File: config.mk
export PLATFORM = sky130hd
export DESIGN_NAME = pad_dpd_top
export DESIGN_NICKNAME = d
export VERILOG_FILES = /design/src/rtl/pad_dpd_pkg.sv /design/src/rtl/pad_dpd_ctrl.sv /design/src/rtl/pad_dpd_datapath.sv /design/src/rtl/pad_dpd_top.sv
export SDC_FILE = /design/constraint.sdc
export NUM_CORES = 1
export LEC_CHECK = 0
export ABC_AREA = 1
export BUFFER_PORTS_ARGS = -buffer_cell sky130_fd_sc_hd__buf_2
export CAP_MARGIN = 15
export CELL_PAD_IN_SITES_DETAIL_PLACEMENT = 0
export CELL_PAD_IN_SITES_GLOBAL_PLACEMENT = 1
export CORE_ASPECT_RATIO = 0.75
export CORE_UTILIZATION = 41
export CTS_BUF_LIST = sky130_fd_sc_hd__clkbuf_4
export DETAILED_ROUTE_END_ITERATION = 12
export PLACE_DENSITY = 0.78
export SKIP_CTS_REPAIR_TIMING = 1
export SLEW_MARGIN = 20
export SYNTH_ARGS = -nofsm -noshare
export SYNTH_HDL_FRONTEND = slang
export SYNTH_SLANG_ARGS = --single-unit
File: constraint.sdc
create_clock -name clk -period 1.85 [get_ports clk]
set_input_delay 0.2775 -clock clk [delete_from_list [all_inputs] [get_ports clk]]
set_output_delay 0.2775 -clock clk [all_outputs]
set_load 0.01 [all_outputs]
File: src/rtl/pad_dpd_pkg.sv
package pad_dpd_pkg;

  localparam int unsigned BANK_COUNT = 2;
  localparam int unsigned REG_ADDR_W = 3;

  localparam logic [REG_ADDR_W-1:0] ADDR_SAMPLE = 3'd0;
  localparam logic [REG_ADDR_W-1:0] ADDR_SETTLE = 3'd1;
  localparam logic [REG_ADDR_W-1:0] ADDR_REQ0   = 3'd2;
  localparam logic [REG_ADDR_W-1:0] ADDR_STAT0  = 3'd3;
  localparam logic [REG_ADDR_W-1:0] ADDR_REQ1   = 3'd4;
  localparam logic [REG_ADDR_W-1:0] ADDR_STAT1  = 3'd5;

  typedef enum logic [1:0] {
    CMD_IDLE    = 2'd0,
    CMD_RELEASE = 2'd1,
    CMD_ENTER   = 2'd2,
    CMD_RSVD    = 2'd3
  } dpdCmd_e;

  typedef struct packed {
    logic sampleWr;
    logic settleWr;
    logic reqWr;
    logic bankSel;
    logic load;
    logic enter;
    logic apply;
    logic drop;
  } dpdStrobe_t;

endpackage

File: src/rtl/pad_dpd_ctrl.sv
module pad_dpd_ctrl
  import pad_dpd_pkg::*;
#(
  parameter int unsigned TIMER_W = 16
) (
  input  logic                  clk,
  input  logic                  rstN,
  input  logic                  busWe,
  input  logic [REG_ADDR_W-1:0] busAddr,
  input  logic [1:0]            cmdCode,
  input  logic                  sampleEn,
  input  logic [TIMER_W-1:0]    settleCycles,
  output dpdStrobe_t            strb
);

  dpdCmd_e             cmd;
  logic                reqHit;
  logic                cmdValid;
  logic                accept;
  logic                busyQ;
  logic [TIMER_W-1:0]  cntQ;

  assign cmd      = dpdCmd_e'(cmdCode);
  assign reqHit   = busWe && (busAddr == ADDR_REQ0 || busAddr == ADDR_REQ1);
  assign cmdValid = (cmd == CMD_RELEASE) || (cmd == CMD_ENTER);
  assign accept   = reqHit && cmdValid && sampleEn;

  always_comb begin
    strb          = '0;
    strb.sampleWr = busWe && (busAddr == ADDR_SAMPLE);
    strb.settleWr = busWe && (busAddr == ADDR_SETTLE);
    strb.reqWr    = reqHit;
    strb.bankSel  = (busAddr == ADDR_REQ1);
    strb.load     = accept;
    strb.enter    = (cmd == CMD_ENTER);
    strb.apply    = busyQ && (cntQ == '0) && sampleEn && !accept;
    strb.drop     = !sampleEn;
  end

  always_ff @(posedge clk) begin
    if (!rstN) begin
      busyQ <= 1'b0;
      cntQ  <= '0;
    end else if (accept) begin
      busyQ <= 1'b1;
      cntQ  <= settleCycles;
    end else if (!sampleEn) begin
      busyQ <= 1'b0;
    end else if (busyQ) begin
      if (cntQ == '0) busyQ <= 1'b0;
      else            cntQ  <= cntQ - TIMER_W'(1);
    end
  end


  restart_load_chk: assert property (@(posedge clk) disable iff (!rstN)
    accept |=> (busyQ && cntQ == $past(settleCycles)));


  count_step_chk: assert property (@(posedge clk) disable iff (!rstN)
    (busyQ && cntQ != '0 && sampleEn && !accept) |=> (busyQ && cntQ == $past(cntQ) - TIMER_W'(1)));


  abandon_idle_chk: assert property (@(posedge clk) disable iff (!rstN)
    (busyQ && !sampleEn) |=> !busyQ);

endmodule

File: src/rtl/pad_dpd_datapath.sv
module pad_dpd_datapath
  import pad_dpd_pkg::*;
#(
  parameter int unsigned DATA_W         = 32,
  parameter int unsigned TIMER_W        = 16,
  parameter int unsigned RAILS_PER_BANK = 30,
  parameter int unsigned SETTLE_RESET   = 25
) (
  input  logic                                 clk,
  input  logic                                 rstN,
  input  dpdStrobe_t                           strb,
  input  logic [REG_ADDR_W-1:0]                busAddr,
  input  logic [DATA_W-1:0]                    busWdata,
  output logic                                 sampleEn,
  output logic [TIMER_W-1:0]                   settleCycles,
  output logic [DATA_W-1:0]                    busRdata,
  output logic [BANK_COUNT*RAILS_PER_BANK-1:0] railDpd
);

  localparam int unsigned TOTAL = BANK_COUNT * RAILS_PER_BANK;

  logic                      sampleQ;
  logic [TIMER_W-1:0]        settleQ;
  logic [DATA_W-1:0]         reqWordQ [BANK_COUNT];
  logic [TOTAL-1:0]          statusQ;
  logic [TOTAL-1:0]          pendMaskQ;
  logic [TOTAL-1:0]          pendTgtQ;
  logic [TOTAL-1:0]          maskNext;
  logic [TOTAL-1:0]          tgtNext;
  logic [RAILS_PER_BANK-1:0] selBits;

  assign selBits = busWdata[RAILS_PER_BANK-1:0];

  for (genvar b = 0; b < BANK_COUNT; b++) begin : g_bank
    localparam int unsigned LO = b * RAILS_PER_BANK;
    logic loadHere;
    assign loadHere = strb.load && (strb.bankSel == 1'(b));
    assign maskNext[LO +: RAILS_PER_BANK] = loadHere
      ? (pendMaskQ[LO +: RAILS_PER_BANK] | selBits)
      : pendMaskQ[LO +: RAILS_PER_BANK];
    assign tgtNext[LO +: RAILS_PER_BANK] = loadHere
      ? ((pendTgtQ[LO +: RAILS_PER_BANK] & ~selBits) | (strb.enter ? selBits : '0))
      : pendTgtQ[LO +: RAILS_PER_BANK];
  end

  always_ff @(posedge clk) begin
    if (!rstN) begin
      sampleQ   <= 1'b0;
      settleQ   <= TIMER_W'(SETTLE_RESET);
      statusQ   <= '0;
      pendMaskQ <= '0;
      pendTgtQ  <= '0;
      for (int i = 0; i < BANK_COUNT; i++) reqWordQ[i] <= '0;
    end else begin
      if (strb.sampleWr) sampleQ <= busWdata[0];
      if (strb.settleWr) settleQ <= busWdata[TIMER_W-1:0];
      for (int i = 0; i < BANK_COUNT; i++) begin
        if (strb.reqWr && strb.bankSel == 1'(i)) reqWordQ[i] <= busWdata;
      end
      pendTgtQ <= tgtNext;
      if (strb.drop) begin
        pendMaskQ <= '0;
      end else if (strb.apply) begin
        statusQ   <= (statusQ & ~pendMaskQ) | (pendTgtQ & pendMaskQ);
        pendMaskQ <= '0;
      end else begin
        pendMaskQ <= maskNext;
      end
    end
  end

  always_comb begin
    case (busAddr)
      ADDR_SAMPLE: busRdata = DATA_W'(sampleQ);
      ADDR_SETTLE: busRdata = DATA_W'(settleQ);
      ADDR_REQ0:   busRdata = reqWordQ[0];
      ADDR_STAT0:  busRdata = DATA_W'(statusQ[0 +: RAILS_PER_BANK]);
      ADDR_REQ1:   busRdata = reqWordQ[1];
      ADDR_STAT1:  busRdata = DATA_W'(statusQ[RAILS_PER_BANK +: RAILS_PER_BANK]);
      default:     busRdata = '0;
    endcase
  end

  assign sampleEn     = sampleQ;
  assign settleCycles = settleQ;
  assign railDpd      = statusQ;


  status_hold_chk: assert property (@(posedge clk) disable iff (!rstN)
    !strb.apply |=> $stable(statusQ));


  unselected_keep_chk: assert property (@(posedge clk) disable iff (!rstN)
    strb.apply |=> (((statusQ ^ $past(statusQ)) & ~$past(pendMaskQ)) == '0));


  apply_target_chk: assert property (@(posedge clk) disable iff (!rstN)
    strb.apply |=> (((statusQ ^ $past(pendTgtQ)) & $past(pendMaskQ)) == '0));


  drop_clear_chk: assert property (@(posedge clk) disable iff (!rstN)
    strb.drop |=> (pendMaskQ == '0));

endmodule

File: src/rtl/pad_dpd_top.sv
module pad_dpd_top
  import pad_dpd_pkg::*;
#(
  parameter int unsigned DATA_W         = 32,
  parameter int unsigned TIMER_W        = 16,
  parameter int unsigned RAILS_PER_BANK = 30,
  parameter int unsigned SETTLE_RESET   = 25
) (
  input  logic                                 clk,
  input  logic                                 rstN,
  input  logic                                 busWe,
  input  logic [REG_ADDR_W-1:0]                busAddr,
  input  logic [DATA_W-1:0]                    busWdata,
  output logic [DATA_W-1:0]                    busRdata,
  output logic [BANK_COUNT*RAILS_PER_BANK-1:0] railDpd
);

  dpdStrobe_t          strb;
  logic                sampleEn;
  logic [TIMER_W-1:0]  settleCycles;

  pad_dpd_ctrl #(
    .TIMER_W (TIMER_W)
  ) ctrl_i (
    .clk          (clk),
    .rstN         (rstN),
    .busWe        (busWe),
    .busAddr      (busAddr),
    .cmdCode      (busWdata[DATA_W-1:DATA_W-2]),
    .sampleEn     (sampleEn),
    .settleCycles (settleCycles),
    .strb         (strb)
  );

  pad_dpd_datapath #(
    .DATA_W         (DATA_W),
    .TIMER_W        (TIMER_W),
    .RAILS_PER_BANK (RAILS_PER_BANK),
    .SETTLE_RESET   (SETTLE_RESET)
  ) dp_i (
    .clk          (clk),
    .rstN         (rstN),
    .strb         (strb),
    .busAddr      (busAddr),
    .busWdata     (busWdata),
    .sampleEn     (sampleEn),
    .settleCycles (settleCycles),
    .busRdata     (busRdata),
    .railDpd      (railDpd)
  );

endmodule

* Word-level counts from Yosys, hierarchy flattened
Memories as Yosys holds them, arrays and structs flattened.
Index checks and enable logic that the tools add are counted.
** Storage, ports and cells
- Bits in writable memories :: 64
- Output and inout bits :: 92
- Flip-flop bits (word level) :: 214
- Logic and storage cells :: 76
- Memories :: 1
- Input bits :: 38
** Cells by class
- Bitwise gates (word level) :: 16
- Equality and inequality tests :: 8
- Reductions and logical operators :: 22
- Muxes and demuxes :: 19
- Add/subtract/negate cells :: 1
** Memories
- dp_i.reqWordQ :: words 2, width 32, read ports 2, clocked after Yosys merged registers in 0, write ports 2, RTL line pad_dpd_datapath.sv:24 : logic [DATA_W-1:0] reqWordQ [BANK_COUNT];
** Operator list (count)
- 32-bit case mux with 6 select lines :: 1
- 60-bit bitwise AND :: 2
- 30-bit bitwise OR :: 4
- 16-bit two-way mux :: 4
- 32-bit two-way mux :: 2
- 30-bit bitwise AND :: 2
- 60-bit inverter :: 1
- 60-bit bitwise OR :: 1
- 30-bit two-way mux :: 1
- 30-bit inverter :: 1
- 16-bit zero test :: 1
- 16-bit by 1-bit subtractor with 16-bit output, second input constant :: 1
- 1-bit logical AND :: 12
- 1-bit two-way mux :: 11
- 3-bit by 2-bit equality test with 1-bit output, second input constant :: 2
- 3-bit equality test, second input constant :: 2
- 2-bit nonzero test :: 2
- 3-bit by 1-bit equality test with 1-bit output, second input constant :: 1
- 3-bit zero test :: 1
- 1-bit inverter :: 3
- 3-bit AND reduction :: 1
- 3-bit OR reduction :: 1
- 2-bit by 1-bit equality test with 1-bit output, second input constant :: 1
- 2-bit equality test, second input constant :: 1
- 5 further kinds :: 7

* Logic depth before layout (Yosys ltp)
Gate-level depths: netlist of the first run.
- Depth in word-level cells :: 8
- Mapped depth :: 11
- Depth with buffers taken out :: 11

* Cells and area by module
From an unflattened synthesis of the first run, not the netlist that was laid out.
** Second synthesis, totals
- Cell total of the unflattened synthesis :: 1636
- Area, all modules :: 12147.9 µm²
** By module, submodules not included
- pad_dpd_datapath :: instances 1, area an instance 10706.5 µm², cells an instance 1374, sequential area each 5865.6 µm²
- pad_dpd_ctrl :: instances 1, area an instance 1441.4 µm², cells an instance 262, sequential area each 340.3 µm²

* Worst setup path before layout of the first run
Ideal clock, no wire load.
- Path kind :: in2reg
- Start point :: in rstN
- End point :: mem dp_i.reqWordQ[0][0], enable pin
- Cell stages on the path :: 3
- Path buffers :: 2
- Setup time :: 0.478 ns
- Data required time :: 1.372 ns
- Data arrival time :: 1.399 ns
- Path slack :: -0.027 ns
- Path through :: clkbuf_1 > clkbuf_1 > nand2_1
** RTL lines
- start: declaration :: RTL line pad_dpd_top.sv:10 : input logic rstN,
- end: declaration :: RTL line pad_dpd_datapath.sv:24

==> results of run 1 <==
[stage by stage]
step / setup slack, ns / total power [uW] / cell area, um^2
2_1_floorplan: -0.0274 / 6820 / 11800
3_3_place_gp: -0.0411 / 7170 / 13300
3_5_place_dp: -0.0529 / 7180 / 13300
4_1_cts: -0.272 / 12900 / 14300
5_1_grt: -0.164 / 13400 / 15000
6_report: -0.0948 / 12900 / 15000
[report_power, final]
part / internal [uW] / switching, uW
Sequential: 6310 / 37.3
Combinational: 282 / 514
Clock: 3090 / 2650
[cell families after synthesis]
group / synth area share (%)
flops: 52.8
fa+ha+maj: 0.213
buf+inv: 8.26
simple gates: 25.3
xor+xnor: 0.298
compound gates: 13.2
[critical path, cell delays in order (launching register included)]
cell and delay (ns):
dfxtp_4 0.37, inv_4 0.06, nor2_4 0.04, a221oi_2 0.17, nand3_1 0.16, buf_2 0.18
[path summary, 6_finish.rpt]
| check | endpoint | start | depth (start not counted) | slack [ns] |
|---|---|---|---|---|
| worst max-delay path | busRdata[1] | register | 5 | -0.09 |
| worst min register to register | register | register | 2 | 0.45 |
| worst min-delay path | dp_i.sampleEn | busAddr[2] | 4 | 0.08 |
| worst max register to register | dp_i.pendMaskQ[44] | ctrl_i.cntQ[1] | 11 | 0.01 |
[placed cells by master (no fill, tap or decap), drive strengths merged, types with 14 or more instances in the layout]
| master | instances |
|---|---|
| nor2 | 296 |
| nand2 | 268 |
| dfxtp | 214 |
| buf | 209 |
| a21oi | 145 |
| inv | 138 |
| clkbuf | 118 |
| o21ai | 98 |
| edfxtp | 64 |
| nand3 | 63 |
| nor3 | 34 |
| dlygate4sd3 | 33 |
| nand3b | 31 |
| clkinv | 16 |
| nand4 | 15 |
| o2111ai | 14 |
[area by class of cell]
type | count | area (um^2) | share of cell area (%)
Inverter | 136 | 520 | 3.46
Timing Repair Buffer | 247 | 2050 | 13.6
Sequential cell | 278 | 6270 | 41.7
Multi-Input combinational cell | 978 | 4720 | 31.4
Antenna cell | 2 | 5.00 | 0.0333
Clock buffer | 113 | 848 | 5.64
Clock inverter | 22 | 159 | 1.06
Tap cell | 385 | 482 | 3.20
[routing by layer]
layer  wire, um  share of wire (%)  global-route usage [%]
met5          0                  0                       0
met3       2790                7.4                    4.94
met4        432                1.1                    6.74
met2      15000                 40                    32.4
met1      19600                 52                    39.9
==> out/metrics.cfg, run 1 <==
[grt]
track_usage_pct=24.7
grt_max_degree=66
antenna_found_initial=1
grt_pass1_vias=9524
grt_overflow=0
grt_pass1_wl_um=54900

[critical_path]
end_kind=output pin
crit_fanout=3
cp_data_required_time_ns=1.57
path_class=register to output pin
worstSetupStartpointType=register
arrival_ns=1.67

[cts]
htreeDepth=3
clock_sinks=278
cts_max_path_buffers=3
cts_tree=done
clockRootBuffer=clkbuf_4
clkTransAtPathRegs_ns=0.07
clk-insertion-delay-late_ns=0.72
cts_buffers=74

[power_and_ir_drop]
power-per-cell-area_nw_per_um2=857
peakVddDrop_v=0.000362
p_leak_uw=0.00630

[sta]
fmax_mhz=514
tns_ns=-0.319
report.final.slew_viol_count=0
layout_setup_ws_ns=-0.0948
layout_min_cycle_time_ns=1.94
final.period_utilization_pct=105
finalSetupViolCount=5
finalClockSkew_ns=0.0570
whs_ns=0.0751
rsz0062_at_grt=true
worstMarginPinSlew_ns=0.497
hold_viol_final=0
slew_headroom_pct=66.8

[synthesis]
yosys.area.top_type=dfxtp_1
synthArstFlopShare_pct=0
synth_top_area_share_pct=36.4
synth_top_cells_by_area=dfxtp_1, edfxtp_1, nor2_1
dominantRegCellSynth=dfxtp_1
avgSynthCellArea_um2=8.00
syn_area_um2=11800
ys_types=35
synth-seq-cells=278
ys_top_cells_by_count=nor2_1, nand2_1, dfxtp_1, inv_1, a21oi_1
synth_most_common_cell=nor2_1
yosysWarnings=0
synth_edf_count=64
yosysSeqAreaShare_pct=52.8
synthCells=1471
syn-num-nets=1511

[layout]
drive_above_1_share_pct=25.8
fin_cells=2161
areaGrowthSynthToFinish_pct=28.0
post-route-util_pct=53.5
fillCellCount=2738
final_nets=1755

[detailed_routing]
drtIter0Drc=895
wire_per_inst_um=17.5
drt_pass1_iterations=5
drcViolationCount=0
final_antenna_net_count=0
drt-total-wl_um=37900
via_per_inst=5.02
vias=10800

[status]
violations=setup timing
status=finished, violations left

[die]
start_util_pct=41.8
die_w_um=198
pin_count=130
core-area_um2=28100
dieArea_um2=29400
row_count=53
dieHeight_um=149

[placement]
portBuffers=129
gp_congestion=0.939
dp_hpwl_um=25200
placedCellCount=1972

[worst_hold_path]
hold_path.class=input pin to register

[flow_run]
drv_cap=0

(Power assumes the default switching activity.)
==> run 2, diff against run 1 <==
SETUP_SLACK_MARGIN = 0.5   (was not set)
==> out/metrics.cfg, run 2 (synthesis results as in run 1) <==
[cts]
cts_buffers=73  ; was 74
clk-insertion-delay-late_ns=0.72  ; about the same
htreeDepth=3  ; unchanged
cts_max_path_buffers=3  ; unchanged
cts_tree=done  ; unchanged
clock_sinks=278  ; unchanged
clockRootBuffer=clkbuf_4  ; unchanged
clkTransAtPathRegs_ns=0.07  ; about the same

[critical_path]
end_kind=output pin  ; unchanged
rrSetupSlack_ns=-0.02  ; was 0.01 ns
max_stage_delay_ns=0.37  ; about the same
crit_fanout=1  ; was 3
cpMaxStageDelayCell=edfxtp_1  ; was dfxtp_4
arrival_ns=1.63  ; was 1.67 ns
crit_chain=nand2_1, o21ai_1, a21oi_1, nand4_1, buf_2  ; was inv_4, nor2_4, a221oi_2, nand3_1, buf_2
worstSetupStartpointType=register  ; unchanged
cp_data_required_time_ns=1.57  ; about the same
rr_worst_depth=12  ; was 11
path_class=register to output pin  ; unchanged
r2r-start=ctrl_i.cntQ[0]  ; was ctrl_i.cntQ[1]

[grt]
track_usage_pct=24.9  ; was 24.7%
grt_pass1_wl_um=55000  ; was 54900 um
antenna_found_initial=1  ; unchanged
grt_max_degree=60  ; was 66
grt_overflow=0  ; unchanged
grt_pass1_vias=9590  ; was 9524

[sta]
hold_viol_final=0  ; unchanged
layout_setup_ws_ns=-0.0566  ; was -0.0948 ns
final.period_utilization_pct=103  ; was 105%
slew_headroom_pct=60.8  ; was 66.8%
report.final.slew_viol_count=0  ; unchanged
worstMarginPinSlew_ns=0.587  ; was 0.497 ns
rsz0062_at_grt=true  ; unchanged
finalClockSkew_ns=0.0576  ; was 0.0570 ns
fmax_mhz=524  ; was 514 MHz
tns_ns=-0.297  ; was -0.319 ns
layout_min_cycle_time_ns=1.91  ; was 1.94 ns
finalSetupViolCount=9  ; was 5

[power_and_ir_drop]
p_leak_uw=0.00688  ; was 0.00630 uW
power-per-cell-area_nw_per_um2=739  ; was 857 nW/um^2
peakVddDrop_v=0.000427  ; was 0.000362 V
finalPower_uw=12700  ; was 12900 uW

[layout]
multi_input_area_um2=5850  ; was 4720 um^2
fillCellCount=2434  ; was 2738
areaGrowthSynthToFinish_pct=46.4  ; was 28.0%
layout_commonest_cell=nand2_1  ; was nor2_1
regArea_um2=6390  ; was 6270 um^2
drive_above_1_share_pct=39.3  ; was 25.8%
final_cell_mix=nand2_1, nor2_1, dfxtp_1, clkbuf_4, inv_1  ; was nor2_1, nand2_1, dfxtp_1, buf_2, inv_1
final_nets=1792  ; was 1755
fin_cells=2187  ; was 2161
final_cell_area_um2=17200  ; was 15000 um^2

[die]
row_count=53  ; unchanged
die_w_um=198  ; unchanged
core-area_um2=28100  ; unchanged
start_util_pct=41.8  ; unchanged
dieArea_um2=29400  ; unchanged
pin_count=130  ; unchanged
dieHeight_um=149  ; unchanged

[worst_hold_path]
worstHoldStart=busWe  ; was busAddr[2]
min_to=dp_i.settleCycles[0]  ; was dp_i.sampleEn
whs_path_depth=4  ; unchanged
hold_path.class=input pin to register  ; unchanged

[flow_run]
drv_cap=0  ; unchanged

[detailed_routing]
wire_per_inst_um=20.0  ; was 17.5 um
drt_pass1_iterations=5  ; unchanged
drtIter0Drc=1014  ; was 895
via_per_inst=5.28  ; was 5.02
final_antenna_net_count=0  ; unchanged
drcViolationCount=0  ; unchanged
vias=11600  ; was 10800
drt-total-wl_um=43600  ; was 37900 um

[status]
violations=setup timing  ; unchanged
status=finished, violations left  ; unchanged

[placement]
dp_hpwl_um=25300  ; was 25200 um
post-place-ws_ns=0.0285  ; was -0.0529 ns
dpl_cell_area_um2=13300  ; about the same
portBuffers=129  ; unchanged
gp_congestion=0.861  ; was 0.939
placedCellCount=1957  ; was 1972

-- run 2: cell count changes in the layout (fill, tap and decap cells not counted), moves of 26 or more --
cell	change
nand3_1	-37
dfxtp_4	+31
buf_6	+42
nor2_4	+72
nor2_1	-80
dfxtp_1	-37
nand3_2	+32
buf_2	-26
nand2_1	-30
-- run 2: worst max path at each step --
stage	start	to	slack (ns)	cells after the start
6_report	dp_i.reqWordQ[0][32]	busRdata[0]	-0.06	5
5_1_grt	dp_i.reqWordQ[0][32]	busRdata[0]	-0.15	5
4_1_cts	register	busRdata[1]	-0.19	5
3_5_place_dp	busAddr[0]	busRdata[5]	0.03	10
3_3_place_gp	busAddr[0]	busRdata[5]	0.05	10
2_1_floorplan	ctrl_i.cntQ[0]	register	0.33	11
-- run 2: through the flow --
stage,utilization (%),hold slack [ns]
after CTS,50.5,-0.174
after global placement,47.2,0.441
after global routing,61.3,0.0436
final,61.3,0.0683
after floorplan,-,0.430
after detailed placement,47.2,0.445
-- run 2: where the power goes --
part / switching, uW / internal (uW)
clock network: 2580 / 2950
registers: 39.5 / 6260
logic: 586 / 302
-- run 2: layout make-up --
class | count | area share (%)
flip-flops and latches | 278 | 37.1
multi-input cells | 980 | 34.0
repair buffers | 283 | 17.7
clock buffers | 116 | 5.06
inverters | 136 | 3.04
well taps | 385 | 2.80
clock inverters | 8 | 0.327
diodes | 1 | 0.0145
-- run 2: critical path, delay by kind of cell, from the launching register on --
family                 cells  cell delay, ns
AOI/OAI and AO/OA          2            0.17
buffers and inverters      1            0.17
DFF                        1            0.37
and+or+nand+nor            2            0.21
-- run 2: metal layers --
metal	routed length (um)	up-vias	global-route usage [%]
li1	-	5435	-
met1	20700	5487	39.8
met2	17500	579	31.6
met3	4790	57	6.67
met4	651	0	7.56
met5	0	-	0
